[src/rtl/sadc_pkg.sv]
package sadc_pkg;

    typedef enum logic [3:0] {
        ST_BOOT,
        ST_DUMMY,
        ST_GAPD,
        ST_IDLE,
        ST_WAKE,
        ST_GAPW,
        ST_CONV,
        ST_GAPC,
        ST_ENTRY,
        ST_GAPE
    } seq_st_t;

    localparam int unsigned CONV_BITS  = 16;
    localparam int unsigned WAKE_EDGES = 10;
    localparam int unsigned ENTRY_MIN  = 2;
    localparam int unsigned ENTRY_MAX  = 10;
    localparam int unsigned CYC_W      = 5;

    // Sleep-entry length, held inside the legal window of falling edges.
    function automatic logic [CYC_W-1:0] clamp_entry(input logic [3:0] req);
        logic [CYC_W-1:0] r;
        r = {1'b0, req};
        if (r < CYC_W'(ENTRY_MIN)) return CYC_W'(ENTRY_MIN);
        if (r > CYC_W'(ENTRY_MAX)) return CYC_W'(ENTRY_MAX);
        return r;
    endfunction

    // Quiet time after a wake frame, stretched to cover the wake-up time.
    function automatic logic [31:0] wake_gap(input logic [31:0] half,
                                             input logic [31:0] quiet,
                                             input logic [31:0] wake);
        logic [31:0] span;
        span = 32'(2 * WAKE_EDGES) * half;
        if (wake > span && (wake - span) > quiet) return wake - span;
        return quiet;
    endfunction

    // Cycles that one sleeping sample sequence needs, including one idle cycle.
    function automatic logic [31:0] busy_clks(input logic [31:0] half,
                                              input logic [31:0] entry,
                                              input logic [31:0] quiet,
                                              input logic [31:0] wake);
        return 32'(2 * WAKE_EDGES) * half + wake_gap(half, quiet, wake)
             + 32'(2 * CONV_BITS) * half + quiet
             + 32'd2 * entry * half + quiet + 32'd1;
    endfunction

endpackage

[src/rtl/sadc_sclk_gen.sv]
module sadc_sclk_gen
    import sadc_pkg::*;
#(
    parameter int DIV_W = 8
)(
    input  logic             clk,
    input  logic             rst,
    input  logic             active,
    input  logic [DIV_W-1:0] half,
    input  logic [CYC_W-1:0] ncyc,
    output logic             sclk,
    output logic             bit_tick,
    output logic             frame_last
);
    logic [DIV_W-1:0] tcnt;
    logic             hph;
    logic [CYC_W-1:0] bcnt;
    logic             half_end;

    assign half_end   = active && (tcnt == half - DIV_W'(1));
    assign bit_tick   = half_end && hph;
    assign frame_last = bit_tick && (bcnt == ncyc - CYC_W'(1));
    assign sclk       = active ? hph : 1'b1;

    always_ff @(posedge clk) begin
        if (rst || !active) begin
            tcnt <= '0;
            hph  <= 1'b0;
            bcnt <= '0;
        end else if (half_end) begin
            tcnt <= '0;
            if (!hph) begin
                hph <= 1'b1;
            end else begin
                hph  <= 1'b0;
                bcnt <= frame_last ? '0 : bcnt + CYC_W'(1);
            end
        end else begin
            tcnt <= tcnt + DIV_W'(1);
        end
    end
endmodule

[src/rtl/sadc_capture.sv]
module sadc_capture #(
    parameter int W = 16
)(
    input  logic         clk,
    input  logic         rst,
    input  logic         shift_en,
    input  logic         done,
    input  logic         sdo,
    output logic [W-1:0] data,
    output logic         valid
);
    logic [W-1:0] sh;
    logic [W-1:0] word_nx;

    assign word_nx = {sh[W-2:0], sdo};

    always_ff @(posedge clk) begin
        if (rst) begin
            sh    <= '0;
            data  <= '0;
            valid <= 1'b0;
        end else begin
            valid <= done;
            if (shift_en) sh   <= word_nx;
            if (done)     data <= word_nx;
        end
    end
endmodule

[src/rtl/sadc_pacer.sv]
module sadc_pacer
    import sadc_pkg::*;
#(
    parameter int DIV_W         = 8,
    parameter int PER_W         = 16,
    parameter int QUIET_CLKS    = 4,
    parameter int WAKE_CLKS     = 200,
    parameter int PD_MIN_PERIOD = 1250
)(
    input  logic             clk,
    input  logic             rst,
    input  logic             start,
    input  logic [PER_W-1:0] period,
    input  logic             sleep_en,
    input  logic [DIV_W-1:0] half,
    input  logic [CYC_W-1:0] entry,
    output logic             due,
    output logic             pd_mode,
    output logic             overrun
);
    logic [PER_W-1:0] pcnt;
    logic [31:0]      need;
    logic             fits;
    logic             pd_ok;

    assign due     = ({1'b0, pcnt} + (PER_W+1)'(1)) >= {1'b0, period};
    assign need    = busy_clks(32'(half), 32'(entry), 32'(QUIET_CLKS), 32'(WAKE_CLKS));
    assign fits    = 32'(period) >= need;
    assign pd_ok   = sleep_en && (32'(period) >= 32'(PD_MIN_PERIOD));
    assign pd_mode = pd_ok && fits;

    always_ff @(posedge clk) begin
        if (rst) begin
            pcnt    <= '1;
            overrun <= 1'b0;
        end else begin
            overrun <= pd_ok && !fits;
            if (start)            pcnt <= '0;
            else if (pcnt != '1)  pcnt <= pcnt + PER_W'(1);
        end
    end
endmodule

[src/rtl/sadc_pm_ctrl.sv]
module sadc_pm_ctrl
    import sadc_pkg::*;
#(
    parameter int DIV_W         = 8,
    parameter int PER_W         = 16,
    parameter int QUIET_CLKS    = 4,
    parameter int WAKE_CLKS     = 200,
    parameter int PD_MIN_PERIOD = 1250
)(
    input  logic             clk,
    input  logic             rst,
    input  logic [DIV_W-1:0] cfg_half_div,
    input  logic [PER_W-1:0] cfg_period,
    input  logic             cfg_sleep_en,
    input  logic [3:0]       cfg_sleep_edges,
    input  logic             cfg_dummy_sleep,
    output logic             adc_cs_n,
    output logic             adc_sclk,
    input  logic             adc_sdo,
    output logic [15:0]      sample_data,
    output logic             sample_valid,
    output logic             overrun
);
    seq_st_t          st, st_nx;
    logic             asleep;
    logic [DIV_W-1:0] half;
    logic [CYC_W-1:0] entry_len, ncyc;
    logic [31:0]      wgap, gap_len, gcnt;
    logic             frame_on, gap_on, gap_done;
    logic             bit_tick, frame_last, due, pd_mode, start;

    assign half      = (cfg_half_div == '0) ? DIV_W'(1) : cfg_half_div;
    assign entry_len = clamp_entry(cfg_sleep_edges);
    assign wgap      = wake_gap(32'(half), 32'(QUIET_CLKS), 32'(WAKE_CLKS));

    assign frame_on = (st == ST_DUMMY) || (st == ST_WAKE) || (st == ST_CONV) || (st == ST_ENTRY);
    assign gap_on   = (st == ST_GAPD) || (st == ST_GAPW) || (st == ST_GAPC) || (st == ST_GAPE);
    assign gap_len  = (st == ST_GAPW) ? wgap : 32'(QUIET_CLKS);
    assign gap_done = gap_on && (gcnt == gap_len - 32'd1);
    assign start    = (st == ST_IDLE) && due;
    assign adc_cs_n = !frame_on;

    always_comb begin
        unique case (st)
            ST_DUMMY: ncyc = cfg_dummy_sleep ? entry_len : CYC_W'(CONV_BITS);
            ST_WAKE:  ncyc = CYC_W'(WAKE_EDGES);
            ST_ENTRY: ncyc = entry_len;
            default:  ncyc = CYC_W'(CONV_BITS);
        endcase
    end

    always_comb begin
        st_nx = st;
        unique case (st)
            ST_BOOT:  st_nx = ST_DUMMY;
            ST_DUMMY: if (frame_last) st_nx = ST_GAPD;
            ST_GAPD:  if (gap_done)   st_nx = ST_IDLE;
            ST_IDLE:  if (start)      st_nx = asleep ? ST_WAKE : ST_CONV;
            ST_WAKE:  if (frame_last) st_nx = ST_GAPW;
            ST_GAPW:  if (gap_done)   st_nx = ST_CONV;
            ST_CONV:  if (frame_last) st_nx = ST_GAPC;
            ST_GAPC:  if (gap_done)   st_nx = pd_mode ? ST_ENTRY : ST_IDLE;
            ST_ENTRY: if (frame_last) st_nx = ST_GAPE;
            ST_GAPE:  if (gap_done)   st_nx = ST_IDLE;
            default:  st_nx = ST_BOOT;
        endcase
    end

    always_ff @(posedge clk) begin
        if (rst) begin
            st     <= ST_BOOT;
            asleep <= 1'b0;
            gcnt   <= '0;
        end else begin
            st   <= st_nx;
            gcnt <= (!gap_on || gap_done) ? '0 : gcnt + 32'd1;
            if (frame_last) begin
                if (st == ST_DUMMY) asleep <= cfg_dummy_sleep;
                if (st == ST_WAKE)  asleep <= 1'b0;
                if (st == ST_ENTRY) asleep <= 1'b1;
            end
        end
    end

    sadc_sclk_gen #(.DIV_W(DIV_W)) u_sclk (
        .clk        (clk),
        .rst        (rst),
        .active     (frame_on),
        .half       (half),
        .ncyc       (ncyc),
        .sclk       (adc_sclk),
        .bit_tick   (bit_tick),
        .frame_last (frame_last)
    );

    sadc_capture #(.W(CONV_BITS)) u_cap (
        .clk      (clk),
        .rst      (rst),
        .shift_en (bit_tick && (st == ST_CONV)),
        .done     (frame_last && (st == ST_CONV)),
        .sdo      (adc_sdo),
        .data     (sample_data),
        .valid    (sample_valid)
    );

    sadc_pacer #(
        .DIV_W         (DIV_W),
        .PER_W         (PER_W),
        .QUIET_CLKS    (QUIET_CLKS),
        .WAKE_CLKS     (WAKE_CLKS),
        .PD_MIN_PERIOD (PD_MIN_PERIOD)
    ) u_pace (
        .clk      (clk),
        .rst      (rst),
        .start    (start),
        .period   (cfg_period),
        .sleep_en (cfg_sleep_en),
        .half     (half),
        .entry    (entry_len),
        .due      (due),
        .pd_mode  (pd_mode),
        .overrun  (overrun)
    );
endmodule

[config.mk]
export PLATFORM = sky130hd
export DESIGN_NAME = sadc_pm_ctrl
export DESIGN_NICKNAME = d
export VERILOG_FILES = /design/src/rtl/sadc_pkg.sv /design/src/rtl/sadc_sclk_gen.sv /design/src/rtl/sadc_capture.sv /design/src/rtl/sadc_pacer.sv /design/src/rtl/sadc_pm_ctrl.sv
export SDC_FILE = /design/constraint.sdc
export NUM_CORES = 1
export LEC_CHECK = 0
export CAP_MARGIN = 20
export CORE_ASPECT_RATIO = 1.1
export CORE_MARGIN = 2
export CORE_UTILIZATION = 55
export DETAILED_ROUTE_END_ITERATION = 7
export GPL_ROUTABILITY_DRIVEN = 1
export PLACE_DENSITY = 0.72
export SETUP_SLACK_MARGIN = 0.5
export SLEW_MARGIN = 10
export SYNTH_ARGS = -nofsm -noshare
export SYNTH_HDL_FRONTEND = slang
export SYNTH_SLANG_ARGS = --single-unit
[constraint.sdc]
create_clock -name clk -period 12.2 [get_ports clk]
set_input_delay 2.44 -clock clk [delete_from_list [all_inputs] [get_ports clk]]
set_output_delay 2.44 -clock clk [all_outputs]
set_load 0.02 [all_outputs]
Word-level counts from Yosys, hierarchy flattened:

Cells that the tools add are included.

* add/sub/neg operators: 15
* multiply operators: 2
* div/mod/pow operators: 0
* $lt $le $gt $ge: 7
* equality and inequality tests: 21
* shift operators: 0
* muxes and demuxes: 33
* bitwise gates (word level): 0
* reduce and logical (&&, ||, !) cells: 32

Operators with widths (number)
* two-way mux 32 bit: 3
* adder 32 x 1 -> 32 bit, second input constant: 2
* adder 32 x 3 -> 32 bit, second input constant: 2
* two-way mux 4 bit: 9
* one-hot mux 4 bit (9 select lines): 1
* adder 13 x 32 -> 32 bit: 1
* adder 32 x 13 -> 32 bit: 1
* adder 32 x 15 -> 32 bit: 1
* equality test 32 bit: 1
* >= comparator 16 x 32 -> 1 bit: 1
* greater-than comparator 32 x 3 -> 1 bit, second input constant: 1
* two-way mux 16 bit: 2
* subtractor 32 x 1 -> 32 bit, second input constant: 1
* two-way mux 5 bit: 6
* adder 16 x 1 -> 17 bit, second input constant: 1
* >= comparator 17 x 16 -> 1 bit: 1
* adder 16 x 1 -> 16 bit, second input constant: 1
* equality test 4 x 3 -> 1 bit, second input constant: 4
* >= comparator 16 x 11 -> 1 bit, second input constant: 1
* != test 16 bit, second input constant: 1
* one-hot mux 5 bit (3 select lines): 1
* != test 2 bit, second input constant: 7
* subtractor 8 x 13 -> 14 bit, first input constant: 1
* greater-than comparator 8 x 13 -> 1 bit, first input constant: 1
* other kinds (27): 59

* flip-flop bits (word level): 100
* latch bits: 0
* memory bits (writable): 0
* bits in read-only memories: 0
* memories: 0

Longest topological paths before layout:

Gate-level depths: netlist (run 1).

* word-level depth: 19
* depth in mapped cells: 42
* mapped depth without buffers: 40

Cells and area by module:

Synthesis (run 1) repeated with hierarchy kept, for this count alone.

* cell total of the unflattened synthesis: 1212
* area total of the unflattened synthesis: 9960.8 µm²

By module, submodules not included
* sadc_pacer: times used 1, cells an instance 554, area each 4556.9 µm²
* sadc_pm_ctrl: times used 1, cells an instance 429, area each 3183.1 µm²
* sadc_capture: times used 1, cells an instance 102, area each 1151.1 µm²
* sadc_sclk_gen: times used 1, cells an instance 127, area each 1069.8 µm²

Worst setup path after synthesis (run 1):

OpenSTA, ideal clock, no wires.

* path kind: input-to-reg
* start point: input cfg_half_div[5]
* end point: register st[1]
* library setup time: 70 ps
* arrival time: 9878 ps
* setup slack: 2251 ps
* stages on the path: 40
* path buffers: 2
* cell sequence: buf_4 nor4_4 a21o_1 buf_6 inv_1 nor2_1 ha_1 ha_1 inv_1 fa_1 inv_1 ha_1 a21o_1 a21oi_1 o21ai_0 a21oi_1 nand2b_1 a21boi_0 (+4 left out) fa_1 inv_1 fa_1 ha_1 a21o_1 a21oi_1 o21ai_0 xnor2_1 ha_1 a2111o_1 a2111o_1 o21ai_0 a21oi_1 nand2_1 o21ai_0 a21o_1 a31o_2 a21oi_1

* longest elaborated chain between the ends: 19
* elaborated cells on any way between the ends: 39
* those cells by class: 9 x add/sub; 2 x mul; 3 x order compare; 9 x eq/ne; 8 x mux; 8 x reduce/logical

RTL lines
* from (decl): RTL line sadc_pm_ctrl.sv:12 `input logic [DIV_W-1:0] cfg_half_div,`
* zero test 8 bit: RTL line sadc_pm_ctrl.sv:32 `assign half = (cfg_half_div == '0) ? DIV_W'(1) : cfg_half_div;`
* two-way mux 8 bit (*): RTL line sadc_pm_ctrl.sv:32
* multiplier 3 x 8 -> 11 bit: RTL line sadc_pkg.sv:36, sadc_pkg.sv:46
* subtractor 8 x 13 -> 14 bit: RTL line sadc_pkg.sv:37 `if (wake > span && (wake - span) > quiet) return wake - span;`
* greater-than comparator 32 x 3 -> 1 bit: RTL line sadc_pkg.sv:37
* logical AND 1 bit: RTL line sadc_pkg.sv:37
* two-way mux 1 bit: RTL line sadc_pkg.sv:37
* two-way mux 32 bit: RTL line sadc_pkg.sv:38 `return quiet;`
* (+2 left out)
* adder 32 x 3 -> 32 bit: RTL line sadc_pkg.sv:47 `+ 32'(2 * CONV_BITS) * half + quiet`
* adder 32 x 15 -> 32 bit: RTL line sadc_pkg.sv:48 `+ 32'd2 * entry * half + quiet + 32'd1;`
* adder 32 x 3 -> 32 bit: RTL line sadc_pkg.sv:48
* adder 32 x 1 -> 32 bit: RTL line sadc_pkg.sv:48
* >= comparator 16 x 32 -> 1 bit: RTL line sadc_pacer.sv:28 `assign fits = 32'(period) >= need;`
* logical AND 1 bit: RTL line sadc_pacer.sv:30 `assign pd_mode = pd_ok && fits;`
* two-way mux 4 bit (2 in series): RTL line sadc_pm_ctrl.sv:62 `ST_GAPC: if (gap_done) st_nx = pd_mode ? ST_ENTRY : ST_IDLE;`
* one-hot mux 4 bit (9 select lines): RTL line sadc_pm_ctrl.sv:54 `unique case (st)`
* to (signal assigned): RTL line sadc_pm_ctrl.sv:75 `st <= st_nx;`
* to (decl): RTL line sadc_pm_ctrl.sv:24 `seq_st_t st, st_nx;`

Every way passes the cells marked *; elsewhere a longest branch is shown, timed or not. The select of a mux whose other input is x is not followed.
A chain may end at the register's enable or synchronous reset.

Worst setup path in the final report (run 1):

Same ends and word-level chain as after synthesis.

==> results of run 1 <==
==> cell usage after synthesis, types with 4 or more instances <==
cell	n	area (µm²)
and3_1	19	118.9
and2_1	16	100.1
o31ai_1	4	30.03
mux2i_1	31	310.3
nand2_1	55	206.5
xor2_1	51	446.7
ha_1	95	1189
o21a_1	8	60.06
a21oi_1	31	155.2
buf_6	8	90.09
nor3_1	17	85.08
a31oi_1	4	25.02
clkbuf_1	25	93.84
o21ai_0	37	185.2
or2_2	12	75.07
nand4_1	21	131.4
or3_1	7	43.79
o211ai_1	4	30.03
or4_1	6	45.04
fa_1	33	660.6
nor4_1	15	93.84
nor3b_1	4	30.03
inv_1	108	405.4
a21o_1	21	157.7
nand3_1	41	205.2
xnor2_1	52	455.4
a211oi_1	6	45.04
o41ai_1	4	35.03
buf_2	12	60.06
a211o_1	4	35.03
nand2b_1	28	175.2
nor2_1	136	510.5
nor2b_1	11	68.82
dfxtp_1	100	2002
==> how the worst min path moves through the flow <==
stage                       start            endpoint  depth (start not counted)
5_1_grt        gcnt[0]$_SDFF_PP0_  gcnt[0]$_SDFF_PP0_                          1
2_1_floorplan  gcnt[0]$_SDFF_PP0_  gcnt[0]$_SDFF_PP0_                          1
6_report       gcnt[0]$_SDFF_PP0_  gcnt[0]$_SDFF_PP0_                          1
3_3_place_gp   gcnt[0]$_SDFF_PP0_  gcnt[0]$_SDFF_PP0_                          1
3_5_place_dp   gcnt[0]$_SDFF_PP0_  gcnt[0]$_SDFF_PP0_                          1
4_1_cts        gcnt[0]$_SDFF_PP0_  gcnt[0]$_SDFF_PP0_                          1
==> layer usage <==
metal / vias up / routed length, µm / share of wire / track usage
met5: - / 0 / 0 / 0
met4: 0 / 333 / 0.017 / 0.05842
met3: 31 / 622 / 0.031 / 0.03135
met2: 132 / 10090 / 0.50 / 0.4228
met1: 3520 / 9034 / 0.45 / 0.2982
li1: 3798 / - / - / -
==> final cells by class <==
cell class,instances,share of cell area
Multi-Input combinational cell,846,0.6437
Sequential cell,100,0.2020
Timing Repair Buffer,58,0.05655
Inverter,109,0.04128
Tap cell,204,0.02575
Clock buffer,9,0.02272
Clock inverter,7,0.008079
==> cells by family after synthesis <==
| group | count (synthesis) |
|---|---|
| adders and majority gates | 128 |
| and+or+nand+nor | 406 |
| other | 2 |
| DFF | 100 |
| muxes | 32 |
| AOI/OAI and AO/OA | 165 |
| xor gates and xnor gates | 104 |
| buffers and inverters | 158 |
==> power groups by stage <==
stage	sequential (W)	combinational [W]	clock (W)
6_report	0.000386	0.00102	0.000284
5_1_grt	0.000390	0.00119	0.000305
4_1_cts	0.000385	0.00103	0.000292
3_5_place_dp	0.000392	0.00103	0
3_3_place_gp	0.000392	0.000996	0
2_1_floorplan	0.000381	0.000816	0
==> flip-flops by register name (all words and copies together), names as in the netlist <==
signal	flops
u_pace.overrun	1
asleep	1
u_cap.sh	15
u_sclk.tcnt	8
u_cap.valid	1
st	4
u_pace.pcnt	16
u_cap.data	16
u_sclk.hph	1
gcnt	32
u_sclk.bcnt	5
==> worst max-delay path: cells and delay by family <==
kind,cells,cell delay [ps]
AO/OA/AOI/OAI,19,3610
XOR/XNOR,2,260
adder cells (fa/ha/maj),8,2990
buffers and inverters,5,1020
AND/OR/NAND/NOR,5,800
==> metrics by stage <==
step / cell area [µm²] / utilization / power, W
after floorplan: 9060 / - / 0.001197
after global placement: 9605 / 0.5935 / 0.001388
after detailed placement: 9605 / 0.5935 / 0.001418
after CTS: 9911 / 0.6123 / 0.001709
after global routing: 9912 / 0.6124 / 0.001885
final: 9912 / 0.6124 / 0.001693
==> repair_timing <==
item / in CTS / in global routing
setup endpoints to repair: 0 / 1
resized for setup: 0 / 1
hold buffers: 0 / 0
endpoints found under the hold margin: 0 / 0
==> summary.md, run 1 <==
| Metric | Value |
|---|---|
| Run status | `completed` |
| Max cap viols | `0` |
| VDD IR max | `about 86 µV` |
| Most frequent cells in the layout | `nor2_1, inv_1, dfxtp_1` |
| Initial antenna violation count | `0` |
| Largest family of logic cells by synthesized area | `simple AND/OR/NAND/NOR gates` |
| Clock Latency Late Sink | `350 ps` |
| Seq pwr share | `0.228` |
| Routability cong. | `0.8998` |
| Setup TNS | `0 ps` |
| Mux cell area share after synthesis | `0.03563` |
| Critical path's largest stage delay | `660 ps` |
| Pin count of the biggest net entering global routing | `58` |
| Reg-to-Reg End | `gcnt[4]$_SDFF_PP0_` |
| CTS Buf Count | `9` |
| GRT Util Overall | `0.2356` |
| Sink Count | `100` |
| Fin. max-slew vios | `0` |
| ANT nets after route | `0` |
| Initial Util | `0.5577` |
| Dpl cells | `around 1300` |
| Data arrival, critical path | `about 11000 ps` |
| Row Count | `49` |
| Reg2reg path depth | `20` |
| Cell variety after synth | `between 80 and 90` |
| Leakage | `4.469 nW` |
| Async SR Flop Fraction | `0` |
| Final worst setup slack | `1336 ps` |
| Nets@finish | `approximately 1300` |
| Compound-Gate Fraction of Synth Area | `0.1288` |
| Max FO, Critical Path | `11` |
| Slowest-stage cell, CP | `clkdlybuf4s50_1` |
| Seq. cell area | `2002 µm²` |
| Tcrit/Tclk final | `0.8905` |
| Sequential fraction of the synthesis area | `0.2218` |
| Tightest Pin Transition | `960.9 ps` |
| Xor/xnor share of the synthesized area | `0.1017` |
| Clk pwr share | `0.168` |
| Ys flop type | `dfxtp_1` |
| RSZ-0062 raised after global routing | `no` |
| Worst r2r src | `st[0]$_SDFFE_PP0P_` |
| Setup violations, final | `0` |
| Mapped Avg Cell Area | `8.243 µm²` |
| Max_slew headroom | `0.3594` |
| Internal | `0.0009508 W` |
| Setup crit end | `st[1]$_SDFFE_PP0P_` |
| Iteration count of the initial detailed-routing pass | `5` |
| # diodes | `0` |
| Setup WS pre-CTS | `807.0 ps` |
| Hold slack | `~470 ps` |
| DP HPWL | `between 15000 and 20000 µm` |
| Layout filler cell count | `1530` |
| Multi-input gate area | `6380 µm²` |
| NetSw | `0.0007418 W` |
| DR vias/cell | `~5.6` |
| Crit Path Class | `input pin to register` |
| Clock Skew | `9.415 ps` |
| CP required | `12480 ps` |
| GRT overflow | `0` |
| Most frequent CP cell | `a21oi_1` |
| Number of remaining DRC errors | `0` |
| Layout area overhead | `9.814%` |
| Worst setup EP type | `register` |
| Simple-Gate Fraction of Synth Area | `0.2311` |
| Layout Cells excl Fill | `1333` |
| Average wire per standard cell | `15.06 µm` |
| PD cells | `170.8 nW/µm²` |
| Yosys warnings | `0` |
| Startpoint types | `input pin` |
| H-tree depth | `3` |
| Boundary Pins | `53` |
| Comb pwr share | `0.604` |
| Number of global-route vias before repair | `7431` |
| First-pass GRT wire length | `34720 µm` |
| Die width | `126.1 µm` |
| Fin crit period | `10860 ps` |
| Maximum root-to-sink buffer count | `2` |
| Adder-cell share of the synthesized area | `0.2049` |
| Port Buffers | `52` |
| Via count | `7481` |
| Drt initial violations | `491` |
| Clock slew at reported path FFs | `70 ps` |
| Root buffer cell | `clkbuf_16` |
| Chip height | `~140 µm` |
| R2r setup slk | `around 7000 ps` |
| Post-synth EDFFs | `0` |
| Core ar. | `16190 µm²` |
| Final WL | `approximately 20000 µm` |
| Synthesized area | `roughly 9000 µm²` |
| Die area | `17450 µm²` |
| Final hold vios | `0` |
| Commonest non-fill, non-tap cell in the layout | `nor2_1` |
| Flops & latches, synth | `100` |
| Fmax | `0.09204 GHz` |
| TritonCTS clock tree | `done` |
| Layout cells sized above 1 | `0.05049` |
| CP startpoint | `cfg_half_div[5]` |
| Switching portion of total power | `0.4382` |
| Post-CTS setup buffer count | `0` |
| Worst min path class | `register to register` |
| Mapped Cells | `around 1100` |
Note: power is estimated with default switching activity, not from simulation.
==> run 2: changes to the inputs <==
CORE_ASPECT_RATIO = 1.5   (was 1.1)
==> run 2 against run 1 <==
  * Clock power increased by 6%
  * Register-to-register slack worse by 260 ps
  * Hold slack improved by 4.6 ps
  * Final cell count grew 0.23%
  * Sequential power about the same
  * Clock-buffer cell count unchanged
  * Combinational power is essentially flat
  * Fmax down 1.0%
  * Via count up 1.2%
  * Critical endpoint unchanged
==> summary.md, run 2 (synthesized netlist as in run 1, its figures left out) <==
| Metric | Value |
|---|---|
| Run status | `completed` |
| Max FO, Critical Path | `14 (+3)` |
| Leakage | `4.482 nW (+0.29%)` |
| Max_slew headroom | `0.3289 (-0.03052)` |
| Setup violations, final | `0 (unchanged)` |
| Pin count of the biggest net entering global routing | `58 (unchanged)` |
| Crit Path Class | `input pin to register` |
| Clock Skew | `7.894 ps (-1.521 ps)` |
| Layout filler cell count | `1523 (-0.46%)` |
| Boundary Pins | `53 (unchanged)` |
| Row Count | `57 (+16%)` |
| Startpoint types | `input pin` |
| First-pass GRT wire length | `35270 µm (+1.6%)` |
| Hold_sp | `gcnt[0]$_SDFF_PP0_` |
| Fin. max-slew vios | `0 (unchanged)` |
| Placed inst area | `9615 µm² (+0.10%)` |
| Number of remaining DRC errors | `0 (unchanged)` |
| Most frequent cells in the layout | `nor2_1, inv_1, dfxtp_1` |
| Layout area overhead | `10.01%` |
| Tightest Pin Transition | `997.4 ps (+36.58 ps)` |
| Initial antenna violation count | `0 (unchanged)` |
| NetSw | `0.0007596 W (+2.4%)` |
| Critical path's largest stage delay | `590 ps (-70 ps)` |
| # diodes | `0 (unchanged)` |
| Maximum root-to-sink buffer count | `2 (unchanged)` |
| Die width | `108.6 µm (-14%)` |
| Reg-to-Reg End | `gcnt[7]$_SDFF_PP0_` |
| Number of flip-flops in the largest register | `32 (unchanged)` |
| Root buffer cell | `clkbuf_16` |
| Slowest-stage cell, CP | `fa_1` |
| Seq pwr share | `0.226 (-0.002)` |
| Setup TNS | `0 ps (unchanged)` |
| Routability cong. | `0.9800 (+8.9%)` |
| Layout cells sized above 1 | `0.05044 (about the same)` |
| Clock Latency Late Sink | `360 ps (about the same)` |
| Largest register by flop count | `gcnt` |
| Drt initial violations | `314 (-36%)` |
| Sink Count | `100 (unchanged)` |
| Fmax | `0.09109 GHz (-1.0%)` |
| Nets@finish | `1286 (+0.078%)` |
| WHS Endpoint | `gcnt[0]$_SDFF_PP0_` |
| Chip height | `160.9 µm (+16%)` |
| GRT overflow | `0 (unchanged)` |
| Tcrit/Tclk final | `0.8998 (+0.009320)` |
| Initial Util | `0.5600 (+0.002338)` |
| R2r setup slk | `6700 ps (-260 ps)` |
| Data arrival, critical path | `11260 ps (+120 ps)` |
| DP HPWL | `16950 µm (+6.6%)` |
| Most frequent CP cell | `a21oi_1` |
| Reg2reg path depth | `20 (unchanged)` |
| Hold buffers post-CTS | `0 (unchanged)` |
| Post-CTS resize count | `0 (unchanged)` |
| CP required | `12480 ps (about the same)` |
| Clk pwr share | `0.175 (+0.007)` |
| DR vias/cell | `5.665 (+0.95%)` |
| Comb pwr share | `0.599 (-0.005)` |
| Worst setup EP type | `register` |
| Max cap viols | `0 (unchanged)` |
| Final hold vios | `0 (unchanged)` |
| TritonCTS clock tree | `done` |
| Average wire per standard cell | `15.92 µm (+5.7%)` |
| Clock slew at reported path FFs | `80 ps (about the same)` |
| Internal | `0.0009543 W (+0.37%)` |
| CTS Buf Count | `9 (unchanged)` |
| Post-CTS setup buffer count | `0 (unchanged)` |
| Port Buffers | `52 (unchanged)` |
| ANT nets after route | `0 (unchanged)` |
| Via count | `7569 (+1.2%)` |
| WHS Path Cells | `1 (unchanged)` |
| Core ar. | `16120 µm² (-0.42%)` |
| VDD IR max | `167.0 µV (+94%)` |
| Final WL | `21260 µm (+5.9%)` |
| Worst r2r src | `st[0]$_SDFFE_PP0P_` |
| RSZ-0062 raised after global routing | `no` |
| Design Area, Final | `9930 µm² (+0.18%)` |
| H-tree depth | `3 (unchanged)` |
| Number of global-route vias before repair | `7491 (+0.81%)` |
| PD cells | `172.6 nW/µm² (+1.1%)` |
| Iteration count of the initial detailed-routing pass | `6 (+1)` |
| Commonest non-fill, non-tap cell in the layout | `nor2_1` |
| Switching portion of total power | `0.4432 (+0.004950)` |
| Worst min path class | `register to register` |
| Die area | `17470 µm² (+0.11%)` |
| GRT Util Overall | `0.2515 (+0.01588)` |
| Largest registers | `gcnt x32, u_cap.data x16, u_pace.pcnt x16` |
| Fin crit period | `10980 ps (+113.7 ps)` |
-- run 2: cell types whose count changed in the layout (fill, tap and decap cells not counted) --
cell,delta
a21o_2,-1
clkinvlp_4,-1
buf_4,+1
inv_12,+1
a21o_1,+1
-- run 2: layout make-up --
type	count	area [µm²]	area share
Clock buffer	9	225.2	0.02268
Multi-Input combinational cell	846	6379	0.6424
Sequential cell	100	2002	0.2016
Clock inverter	7	88.84	0.008947
Timing Repair Buffer	59	568.0	0.05721
Tap cell	206	257.7	0.02596
Inverter	109	409.1	0.04120
-- run 2: layer usage --
| layer | track usage | vias up | wire length, µm |
|---|---|---|---|
| met5 | 0 | - | 0 |
| met4 | 0.1078 | 0 | 837 |
| met3 | 0.03166 | 39 | 679 |
| met2 | 0.4750 | 137 | 11410 |
| met1 | 0.2733 | 3604 | 8337 |
| li1 | - | 3789 | - |
-- run 2: metrics by stage --
stage	setup slack [ps]	hold WS [ps]	power, W	std cells	util
6_report	1222	473.9	0.001714	1336	0.6161
5_1_grt	510.8	519.0	0.001890	1336	0.6161
4_1_cts	1262	475.2	0.001725	1336	0.6161
3_5_place_dp	890.6	461.2	0.001418	1320	0.5966
3_3_place_gp	1093	444.3	0.001390	1320	0.5966
2_1_floorplan	2251	429.9	0.001197	1104	-
-- run 2: power by group through the flow --
stage / Combinational (W) / Sequential [W] / Clock, W
CTS: 0.00103 / 0.000386 / 0.000307
floorplan: 0.000816 / 0.000381 / 0
global placement: 0.000997 / 0.000393 / 0
detailed placement: 0.00102 / 0.000394 / 0
finish: 0.00103 / 0.000387 / 0.000300
global route: 0.00118 / 0.000391 / 0.000318
-- run 2: critical path: cells and delay by family --
family                   cells  cell delay, ps
AO/OA/AOI/OAI               19            3710
buffers and inverters        6            1020
adder cells (fa/ha/maj)      8            3010
XOR/XNOR                     2             270
AND/OR/NAND/NOR              5             810
-- run 2: worst max path at each step --
stage / startpoint / endpoint / slack, ps / depth (start not counted)
4_1_cts: cfg_half_div[3] / st[1]$_SDFFE_PP0P_ / 1260 / 40
3_3_place_gp: cfg_half_div[3] / st[1]$_SDFFE_PP0P_ / 1090 / 40
3_5_place_dp: cfg_half_div[3] / st[1]$_SDFFE_PP0P_ / 890 / 40
2_1_floorplan: cfg_half_div[5] / st[1]$_SDFFE_PP0P_ / 2250 / 40
5_1_grt: cfg_half_div[3] / st[1]$_SDFFE_PP0P_ / 510 / 40
6_report: cfg_half_div[3] / st[1]$_SDFFE_PP0P_ / 1220 / 40
==> run 3: changes to the inputs <==
CTS_BUF_LIST = sky130_fd_sc_hd__clkbuf_8   (was unset)
==> run 3 against run 2 <==
  * Clock power decreased by 24%
  * Critical path type unchanged
  * Sequential cell count unchanged
  * Routed wire length is essentially flat
  * Clock skew rose by 5.0 ps
==> summary.md, run 3 (synthesized netlist as in run 1, its figures left out) <==
| Metric | Value |
|---|---|
| GRT Util Overall | `0.2495 (-0.002005)` |
| CP required | `12510 ps (+30 ps)` |
| Setup WS pre-CTS | `890.6 ps (unchanged)` |
| Routability cong. | `0.9800 (unchanged)` |
| Final hold vios | `0 (unchanged)` |
| Core ar. | `16120 µm² (unchanged)` |
| Startpoint types | `input pin` |
| Fin crit period | `10970 ps (-10.54 ps)` |
| Run status | `completed` |
| Initial Util | `0.5600 (unchanged)` |
| Setup violations, final | `0 (unchanged)` |
| Dpl cells | `1320 (unchanged)` |
| Boundary Pins | `53 (unchanged)` |
| Number of remaining DRC errors | `0 (unchanged)` |
| Critical path's largest stage delay | `590 ps (about the same)` |
| Layout area overhead | `8.886%` |
| Die width | `108.6 µm (unchanged)` |
| Nets@finish | `1286 (unchanged)` |
| Final WL | `21250 µm (about the same)` |
| Die area | `17470 µm² (unchanged)` |
| Chip height | `160.9 µm (unchanged)` |
| DP HPWL | `16950 µm (unchanged)` |
| CTS Buf Count | `9 (unchanged)` |
| Via count | `7591 (+0.29%)` |
| PD cells | `166.9 nW/µm² (-3.3%)` |
| Initial antenna violation count | `0 (unchanged)` |
| Largest register by flop count | `gcnt` |
| Hold buffers post-CTS | `0 (unchanged)` |
| Max cap viols | `0 (unchanged)` |
| GRT overflow | `0 (unchanged)` |
| Number of flip-flops in the largest register | `32 (unchanged)` |
| Clock slew at reported path FFs | `110 ps (+30 ps)` |
| Fin. max-slew vios | `0 (unchanged)` |
| Placed inst area | `9615 µm² (unchanged)` |
| Drt initial violations | `317 (+0.96%)` |
| # diodes | `0 (unchanged)` |
| Number of global-route vias before repair | `7489 (-0.027%)` |
| Pin count of the biggest net entering global routing | `58 (unchanged)` |
| Maximum root-to-sink buffer count | `2 (unchanged)` |
| Post-CTS setup buffer count | `0 (unchanged)` |
| TritonCTS clock tree | `done` |
| Worst min path class | `register to register` |
| Crit Path Class | `input pin to register` |
| Row Count | `57 (unchanged)` |
| Layout cells sized above 1 | `0.05044 (unchanged)` |
| Layout Cells excl Fill | `1336 (unchanged)` |
| Commonest non-fill, non-tap cell in the layout | `nor2_1` |
| Final worst setup slack | `1233 ps (+10.54 ps)` |
| Sink Count | `100 (unchanged)` |
| Port Buffers | `52 (unchanged)` |
| H-tree depth | `3 (unchanged)` |
| Setup TNS | `0 ps (unchanged)` |
| Root buffer cell | `clkbuf_8` |
| Max_slew headroom | `0.3040 (-0.02491)` |
| RSZ-0062 raised after global routing | `no` |
| DR vias/cell | `5.682 (+0.29%)` |
| Average wire per standard cell | `15.91 µm (about the same)` |
| Most frequent CP cell | `a21oi_1` |
| Tcrit/Tclk final | `0.8990 (about the same)` |
| Tightest Pin Transition | `1034 ps (+37.02 ps)` |
| Design Area, Final | `9828 µm² (-1.0%)` |
| VDD IR max | `167.3 µV (+0.18%)` |
| Clock Skew | `12.89 ps (+4.994 ps)` |
| Most frequent cells in the layout | `nor2_1, inv_1, dfxtp_1` |
| Largest registers | `gcnt x32, u_cap.data x16, u_pace.pcnt x16` |
| Slowest-stage cell, CP | `fa_1` |
| Clock Latency Late Sink | `380 ps (+20 ps)` |
| Max FO, Critical Path | `14 (unchanged)` |
| Post-CTS resize count | `0 (unchanged)` |
| Data arrival, critical path | `11280 ps (+20 ps)` |
| Fmax | `0.09118 GHz (about the same)` |
| ANT nets after route | `0 (unchanged)` |
| Iteration count of the initial detailed-routing pass | `5 (-1)` |
| Worst setup EP type | `register` |
| First-pass GRT wire length | `35160 µm (-0.29%)` |
| Leakage | `4.436 nW (-1.0%)` |
==> run 3: area by class of cell <==
class / count / area, µm²
fill: 1541 / 6290
clock inverter: 7 / 88.84
clock buffer: 9 / 123.9
tap: 206 / 257.7
timing repair buffer: 59 / 568.0
multi-input combinational: 846 / 6379
sequential: 100 / 2002
inverter: 109 / 409.1
==> run 3: metal layers <==
metal,up-vias,share of wire,GRT usage
li1,3790,-,-
met1,3636,0.40,0.2718
met2,126,0.53,0.4739
met3,39,0.032,0.02922
met4,0,0.038,0.1031
met5,-,0,0
==> run 3: final timing paths <==
path	slack (ps)	to	cells after the start	startpoint
worst min register to register	480	gcnt[0]$_SDFF_PP0_	1	gcnt[0]$_SDFF_PP0_
worst max-delay path	1230	st[1]$_SDFFE_PP0P_	40	cfg_half_div[3]
worst max register to register	6720	gcnt[7]$_SDFF_PP0_	20	st[0]$_SDFFE_PP0P_
worst min-delay path	480	gcnt[0]$_SDFF_PP0_	1	gcnt[0]$_SDFF_PP0_
==> run 3: critical path, delay by kind of cell <==
family / cells / cell delay, ps
AO/OA/AOI/OAI: 19 / 3730
XOR/XNOR: 2 / 270
adder cells (fa/ha/maj): 8 / 3010
buffers and inverters: 6 / 1030
AND/OR/NAND/NOR: 5 / 810
==> run 3: per-stage QoR <==
step	total power (W)	hold slack, ps	utilization
finish	0.001641	481.0	0.6098
CTS	0.001653	482.6	0.6098
detailed placement	0.001418	461.2	0.5966
global route	0.001815	524.5	0.6098
floorplan	0.001197	429.9	-
global placement	0.001390	444.3	0.5966
==> run 3: report_power, final <==
group | internal (W) | switching (W) | total, W
clock network | 0.0000844 | 0.000142 | 0.000227
registers | 0.000352 | 0.0000351 | 0.000387
logic | 0.000454 | 0.000573 | 0.00103
total | 0.000890 | 0.000751 | 0.00164
